<file path="src/rtl/rgb_tgen_pkg.sv">
package rgb_tgen_pkg;

    typedef enum logic [1:0] {
        SEG_SYNC  = 2'd0,
        SEG_BACK  = 2'd1,
        SEG_ACT   = 2'd2,
        SEG_FRONT = 2'd3
    } seg_e;

    localparam int NUM_SEG = 4;

    function automatic seg_e seg_after(seg_e s);
        return seg_e'(s + 2'd1);
    endfunction

endpackage

</file>
<file path="src/rtl/rgb_tgen_clkdiv.sv">
module rgb_tgen_clkdiv #(
    parameter int DIV_W     = 8,
    parameter int RATIO_MAX = 255
) (
    input  logic             clk,
    input  logic             rst_n,
    input  logic             run,
    input  logic             div_sel,
    input  logic [DIV_W-1:0] div_m1,
    output logic             tick,
    output logic             phase,
    output logic             bypass
);
    localparam int RW = DIV_W + 1;

    typedef struct packed {
        logic [RW-1:0] cnt;
    } div_st_t;

    div_st_t st_d, st_q;

    logic [RW-1:0] ratio_req;
    logic [RW-1:0] ratio;
    logic          at_end;

    always_comb begin
        ratio_req = {1'b0, div_m1} + RW'(1);
        ratio     = (ratio_req > RW'(RATIO_MAX)) ? RW'(RATIO_MAX) : ratio_req;
        bypass    = !div_sel || (ratio <= RW'(1));
        at_end    = (st_q.cnt >= (ratio - RW'(1)));

        st_d = st_q;
        if (!run || bypass) begin
            st_d.cnt = '0;
        end else if (at_end) begin
            st_d.cnt = '0;
        end else begin
            st_d.cnt = st_q.cnt + RW'(1);
        end

        tick  = run && (bypass || at_end);
        phase = run && !bypass && (st_q.cnt < (ratio >> 1));
    end

    always_ff @(posedge clk or negedge rst_n) begin
        if (!rst_n) st_q <= '0;
        else        st_q <= st_d;
    end

endmodule

</file>
<file path="src/rtl/rgb_tgen_axis.sv">
module rgb_tgen_axis
    import rgb_tgen_pkg::*;
#(
    parameter int CNT_W = 12
) (
    input  logic                        clk,
    input  logic                        rst_n,
    input  logic                        clear,
    input  logic                        step,
    input  logic [NUM_SEG-1:0][CNT_W-1:0] len_m1,
    output seg_e                        seg,
    output logic [CNT_W-1:0]            cnt,
    output logic                        at_last,
    output logic [NUM_SEG-1:0]          enter
);
    typedef struct packed {
        seg_e             seg;
        logic [CNT_W-1:0] cnt;
    } ax_st_t;

    ax_st_t st_d, st_q;

    logic       seg_end;
    seg_e       nxt;
    logic [1:0] nxt_idx;

    always_comb begin
        seg_end = (st_q.cnt == len_m1[st_q.seg]);
        nxt     = seg_after(st_q.seg);
        nxt_idx = nxt;
        at_last = seg_end && (st_q.seg == SEG_FRONT);

        st_d = st_q;
        if (clear) begin
            st_d.seg = SEG_SYNC;
            st_d.cnt = '0;
        end else if (step) begin
            if (seg_end) begin
                st_d.seg = nxt;
                st_d.cnt = '0;
            end else begin
                st_d.cnt = st_q.cnt + CNT_W'(1);
            end
        end
    end

    for (genvar i = 0; i < NUM_SEG; i++) begin : g_enter
        assign enter[i] = step && seg_end && !clear && (nxt_idx == 2'(i));
    end

    assign seg = st_q.seg;
    assign cnt = st_q.cnt;

    always_ff @(posedge clk or negedge rst_n) begin
        if (!rst_n) st_q <= '{seg: SEG_SYNC, cnt: '0};
        else        st_q <= st_d;
    end

endmodule

</file>
<file path="src/rtl/rgb_tgen_irq.sv">
module rgb_tgen_irq
    import rgb_tgen_pkg::*;
(
    input  logic               clk,
    input  logic               rst_n,
    input  logic               en,
    input  logic [1:0]         sel,
    input  logic               start_evt,
    input  logic               run_next,
    input  logic [NUM_SEG-1:0] v_enter,
    input  logic               clr,
    output logic               irq
);
    typedef struct packed {
        logic pend;
    } irq_st_t;

    irq_st_t st_d, st_q;
    logic    set_evt;

    always_comb begin
        set_evt = en && (((sel == 2'(SEG_SYNC)) && start_evt) ||
                         (run_next && v_enter[sel]));
        st_d = st_q;
        if (set_evt)  st_d.pend = 1'b1;
        else if (clr) st_d.pend = 1'b0;
    end

    assign irq = st_q.pend;

    always_ff @(posedge clk or negedge rst_n) begin
        if (!rst_n) st_q <= '0;
        else        st_q <= st_d;
    end

endmodule

</file>
<file path="src/rtl/rgb_tgen_top.sv">
module rgb_tgen_top
    import rgb_tgen_pkg::*;
#(
    parameter int CNT_W     = 12,
    parameter int DIV_W     = 8,
    parameter int RATIO_MAX = 255
) (
    input  logic             clk,
    input  logic             rst_n,
    input  logic             vid_en,
    input  logic             frame_en,
    input  logic [CNT_W-1:0] hsw_m1,
    input  logic [CNT_W-1:0] hbp_m1,
    input  logic [CNT_W-1:0] hact_m1,
    input  logic [CNT_W-1:0] hfp_m1,
    input  logic [CNT_W-1:0] vsw_m1,
    input  logic [CNT_W-1:0] vbp_m1,
    input  logic [CNT_W-1:0] vact_m1,
    input  logic [CNT_W-1:0] vfp_m1,
    input  logic             inv_hs,
    input  logic             inv_vs,
    input  logic             inv_de,
    input  logic             inv_pclk,
    input  logic             div_sel,
    input  logic [DIV_W-1:0] div_m1,
    input  logic             irq_en,
    input  logic [1:0]       irq_sel,
    input  logic             irq_clr,
    output logic             pclk_out,
    output logic             hsync,
    output logic             vsync,
    output logic             de,
    output logic [CNT_W-1:0] px_x,
    output logic [CNT_W-1:0] px_y,
    output logic             irq
);
    typedef struct packed {
        logic running;
    } top_st_t;

    top_st_t st_d, st_q;

    logic tick, phase, bypass;
    logic h_last, v_last, v_step, frame_wrap, start_evt;
    seg_e h_seg, v_seg;
    logic [CNT_W-1:0] h_cnt, v_cnt;
    logic [NUM_SEG-1:0] h_enter, v_enter;
    logic [NUM_SEG-1:0][CNT_W-1:0] h_len, v_len;
    logic hs_raw, vs_raw, de_raw, pclk_raw;

    assign h_len = {hfp_m1, hact_m1, hbp_m1, hsw_m1};
    assign v_len = {vfp_m1, vact_m1, vbp_m1, vsw_m1};

    rgb_tgen_clkdiv #(
        .DIV_W    (DIV_W),
        .RATIO_MAX(RATIO_MAX)
    ) i_div (
        .clk    (clk),
        .rst_n  (rst_n),
        .run    (st_q.running),
        .div_sel(div_sel),
        .div_m1 (div_m1),
        .tick   (tick),
        .phase  (phase),
        .bypass (bypass)
    );

    rgb_tgen_axis #(.CNT_W(CNT_W)) i_hax (
        .clk    (clk),
        .rst_n  (rst_n),
        .clear  (!st_q.running),
        .step   (tick),
        .len_m1 (h_len),
        .seg    (h_seg),
        .cnt    (h_cnt),
        .at_last(h_last),
        .enter  (h_enter)
    );

    assign v_step = tick && h_last;

    rgb_tgen_axis #(.CNT_W(CNT_W)) i_vax (
        .clk    (clk),
        .rst_n  (rst_n),
        .clear  (!st_q.running),
        .step   (v_step),
        .len_m1 (v_len),
        .seg    (v_seg),
        .cnt    (v_cnt),
        .at_last(v_last),
        .enter  (v_enter)
    );

    always_comb begin
        frame_wrap = v_step && v_last;
        start_evt  = !st_q.running && vid_en && frame_en;

        st_d = st_q;
        if (!vid_en)                        st_d.running = 1'b0;
        else if (!st_q.running)             st_d.running = frame_en;
        else if (!frame_en && frame_wrap)   st_d.running = 1'b0;
        else                                st_d.running = 1'b1;
    end

    rgb_tgen_irq i_irq (
        .clk      (clk),
        .rst_n    (rst_n),
        .en       (irq_en),
        .sel      (irq_sel),
        .start_evt(start_evt),
        .run_next (st_d.running),
        .v_enter  (v_enter),
        .clr      (irq_clr),
        .irq      (irq)
    );

    always_comb begin
        hs_raw   = st_q.running && (h_seg == SEG_SYNC);
        vs_raw   = st_q.running && (v_seg == SEG_SYNC);
        de_raw   = st_q.running && (h_seg == SEG_ACT) && (v_seg == SEG_ACT);
        pclk_raw = st_q.running && (bypass ? clk : phase);
        hsync    = hs_raw ^ inv_hs;
        vsync    = vs_raw ^ inv_vs;
        de       = de_raw ^ inv_de;
        pclk_out = pclk_raw ^ inv_pclk;
        px_x     = de_raw ? h_cnt : '0;
        px_y     = de_raw ? v_cnt : '0;
    end

    always_ff @(posedge clk or negedge rst_n) begin
        if (!rst_n) st_q <= '0;
        else        st_q <= st_d;
    end

endmodule

</file>
<file path="config.mk">
export PLATFORM = sky130hd
export DESIGN_NAME = rgb_tgen_top
export DESIGN_NICKNAME = d
export VERILOG_FILES = /design/src/rtl/rgb_tgen_pkg.sv /design/src/rtl/rgb_tgen_clkdiv.sv /design/src/rtl/rgb_tgen_axis.sv /design/src/rtl/rgb_tgen_irq.sv /design/src/rtl/rgb_tgen_top.sv
export SDC_FILE = /design/constraint.sdc
export NUM_CORES = 1
export LEC_CHECK = 0
export ABC_CLOCK_PERIOD_IN_PS = 2900
export BUFFER_PORTS_ARGS = -buffer_cell sky130_fd_sc_hd__clkbuf_2
export CAP_MARGIN = 5
export CORE_ASPECT_RATIO = 1.1
export CORE_MARGIN = 2
export CORE_UTILIZATION = 40
export CTS_CLUSTER_SIZE = 40
export DETAILED_ROUTE_END_ITERATION = 6
export PLACE_DENSITY = 0.69
export SLEW_MARGIN = 0
export SYNTH_ARGS = -nofsm -noshare
export SYNTH_HDL_FRONTEND = slang
export SYNTH_SLANG_ARGS = --single-unit
export TNS_END_PERCENT = 1
</file>
<file path="constraint.sdc">
create_clock -name clk -period 2.9 [get_ports clk]
set_input_delay 0.145 -clock clk [delete_from_list [all_inputs] [get_ports clk]]
set_output_delay 0.145 -clock clk [all_outputs]
set_load 0.01 [all_outputs]
</file>
==> results.py <==
metrics = {
    "global_routing": {
        "gr-total-overflow": 0,
        "grt_max_degree": 40,
        "grt_pass1_wl_mm": 18.9,
        "first_global_vias": 4101,
        "antenna_found_initial": 0,
        "track_usage_pct": 21.6,
    },
    "floorplanning": {
        "die_h_um": 110,
        "num_io_pins": 146,
        "coreArea_um2": 9890,
        "start_util_pct": 41.3,
        "row_count": 38,
        "dieArea_um2": 11000,
        "fp.dieW_um": 100,
    },
    "synthesis": {
        "synth_top_area_cell": "dfrtp_1",
        "synthArstFlopShare_pct": 100,
        "ys_ff_latch": 39,
        "synth_edf_count": 0,
        "syn_area_um2": 4080,
        "avgSynthCellArea_um2": 9.44,
        "ys_types": 57,
        "yosys-top-cells-count": "nor2_1, dfrtp_1, xnor2_1",
        "yosysMostFrequentCell": "nor2_1",
        "ys_seq_area_share_pct": 23.9,
        "synthTopCellsByArea": "dfrtp_1, mux4_2, ha_1",
        "synth_cells": 432,
        "synth_nets": 578,
        "ys.flop_type": "dfrtp_1",
        "synth_top_area_share_pct": 23.9,
        "ys_warn_count": 0,
    },
    "cts": {
        "cts_tree": "done",
        "clkSlewWorstSetupHoldPaths_ns": 0.08,
        "insertion_delay_ns": 0.40,
    },
    "final_layout": {
        "area_growth_pct": 42.3,
        "post_route_cells_drive_above_1_share_pct": 43.7,
        "design_area_um2": 5810,
        "layout.nets": 780,
        "antenna_cells": 0,
    },
    "critical_path": {
        "r2r-end": "i_vax.cnt[0]$_DFFE_PN0P_",
        "slowest_stage": "ha_1",
        "critPathCapture": "i_vax.cnt[0]$_DFFE_PN0P_",
        "reg2reg_from": "i_hax.seg[0]$_DFFE_PN0P_",
        "worstRegToRegCells": 10,
        "crit_required_ns": 3.23,
        "critPathLaunch": "div_m1[0]",
        "max_stage_delay_ns": 0.33,
        "critPathArrivalTime_ns": 3.25,
        "crit_chain": "buf_8, ha_4, and2_4, and3_4, nor2_4, ha_4, and3_4, nor2b_4, nand2_1, xnor2_1, ha_1, o2111a_1, o31ai_4, a21oi_4, o311ai_4, buf_12, buf_4, or3_1, a21oi_1",
        "crit_type": "primary input to flip-flop",
        "cp_max_fo": 6,
        "crit_path_start_kind": "primary input",
        "r2r_slack_ns": 0.16,
        "endpoint_kind": "flip-flop",
    },
    "detailed_routing": {
        "ant_nets": 0,
        "wl_mm": 11.6,
        "wl_per_cell_um": 15.4,
        "drt_iter0_drc": 210,
        "via_count": 4104,
        "vias_per_cell": 5.43,
        "first_pass_iters": 4,
        "drc": 0,
    },
    "hold_path": {
        "holdPathStages": 4,
        "min_path_type": "primary input to flip-flop",
    },
    "timing": {
        "slew_violations": 0,
        "finalCriticalPeriod_ns": 2.92,
        "finalHoldViolations": 0,
        "max_freq_mhz": 342,
        "period_share_pct": 101,
        "slew_headroom_pct": 33.9,
        "skew_ns": 0.00407,
        "tightest_slew_ns": 0.992,
        "setup_viol": 1,
        "setup_ws_ns": -0.0205,
        "rsz0062_at_grt": "yes",
    },
    "power": {
        "power_density_nw_per_um2": 265,
        "leakagePower_uw": 0.00275,
        "peakVddDrop_uv": 168,
        "total_power_uw": 1540,
    },
    "placement": {
        "dpl_worst_slack_ns": -0.722,
        "place.gp.congestion": 0.866,
        "hpwl_mm": 9.16,
        "io_buffers": 145,
        "place_area_um2": 5370,
    },
    "status": {
        "violations": "negative setup slack",
        "outcome": "finished, violations left",
    },
    "job": {
        "cap_viol_max_count": 0,
    },
}
[per-layer routing]
layer | vias up | GRT usage [%] | part of all wire (%)
met2 | 117 | 37.2 | 52
met1 | 1964 | 27.1 | 42
met4 | 0 | 7.34 | 1.4
met5 | - | 0 | 0
li1 | 2009 | - | -
met3 | 14 | 4.32 | 4.7
[final cells by class]
class                   instances  area, um^2
multi-input cells             355        3130
well taps                     120         150
inverters                      17        63.8
flip-flops and latches         39         977
clock buffers                  14         164
repair buffers                211        1320
fillers                       900        4080
[power by group]
part / switching (uW) / leakage (uW) / total [uW] / internal [uW]
clock network: 244 / 0.0000993 / 595 / 351
registers: 8.66 / 0.000540 / 558 / 549
logic: 171 / 0.00211 / 385 / 213
total: 424 / 0.00275 / 1540 / 1110
[worst max-delay path, delay by kind of cell]
family | cells | cell delay, ns
AO/OA/AOI/OAI | 5 | 0.82
buffers and inverters | 3 | 0.40
adder cells (fa/ha/maj) | 3 | 0.64
XOR/XNOR | 1 | 0.13
AND/OR/NAND/NOR | 7 | 1.12
[worst min path at each step]
| stage | to | slack, ns | from |
|---|---|---|---|
| finish | i_irq.irq$_DFFE_PN0P_ | 0.04 | irq_clr |
| global route | i_irq.irq$_DFFE_PN0P_ | 0.04 | irq_clr |
| CTS | i_irq.irq$_DFFE_PN0P_ | 0.01 | irq_clr |
| detailed placement | i_hax.cnt[8]$_DFFE_PN0P_ | 0.36 | rst_n |
| global placement | i_hax.cnt[8]$_DFFE_PN0P_ | 0.34 | rst_n |
| floorplan | i_div.st_q[0]$_DFF_PN0_ | -0.15 | rst_n |
[flip-flops by register name (all words and copies together), names as in the netlist]
name	count
i_hax.cnt	12
i_vax.cnt	12
i_vax.seg	2
i_div.st_q	9
i_hax.seg	2
i_irq.irq	1
st_q	1
[cells in the final DEF, fill, tap and decap left out, drive strengths merged, types with 11 or more instances in the layout]
cell type / n
clkbuf: 154
buf: 68
nor2: 42
dfrtp: 39
xnor2: 34
and2: 30
ha: 29
mux4: 25
nand3: 21
a21oi: 18
inv: 16
nand2: 16
o21ai: 16
and3: 14
nand4: 11
xor2: 11
a21o: 11
[through the flow]
stage	setup TNS (ns)	cells	hold WS, ns	util [%]
2_1_floorplan	-11.16	432	-0.151	-
3_3_place_gp	-20.76	730	0.340	54.3
3_5_place_dp	-24.10	730	0.357	54.3
4_1_cts	0	754	0.0113	58.1
5_1_grt	-1.82	756	0.0361	58.7
6_report	-0.0205	756	0.0353	58.7
[what timing repair did]
action,in CTS,in global routing
hold buffers,3,0
resized for setup,19,16
endpoints found under the hold margin,40,0
pin swaps,20,18
cloned,1,0
endpoints found under the setup margin,42,41
setup buffers,7,2
[cells by family (layout without fill, tap and decap cells)]
family	count (synthesis)	count (layout)	synth area share [%]
mux	26	26	14.4
buf+inv	38	242	4.35
xor+xnor	45	45	9.66
fa+ha+maj	29	29	8.89
simple gates	168	168	23.3
compound gates	87	87	15.5
flops	39	39	23.9
Power figures use the tool's default switching activity.
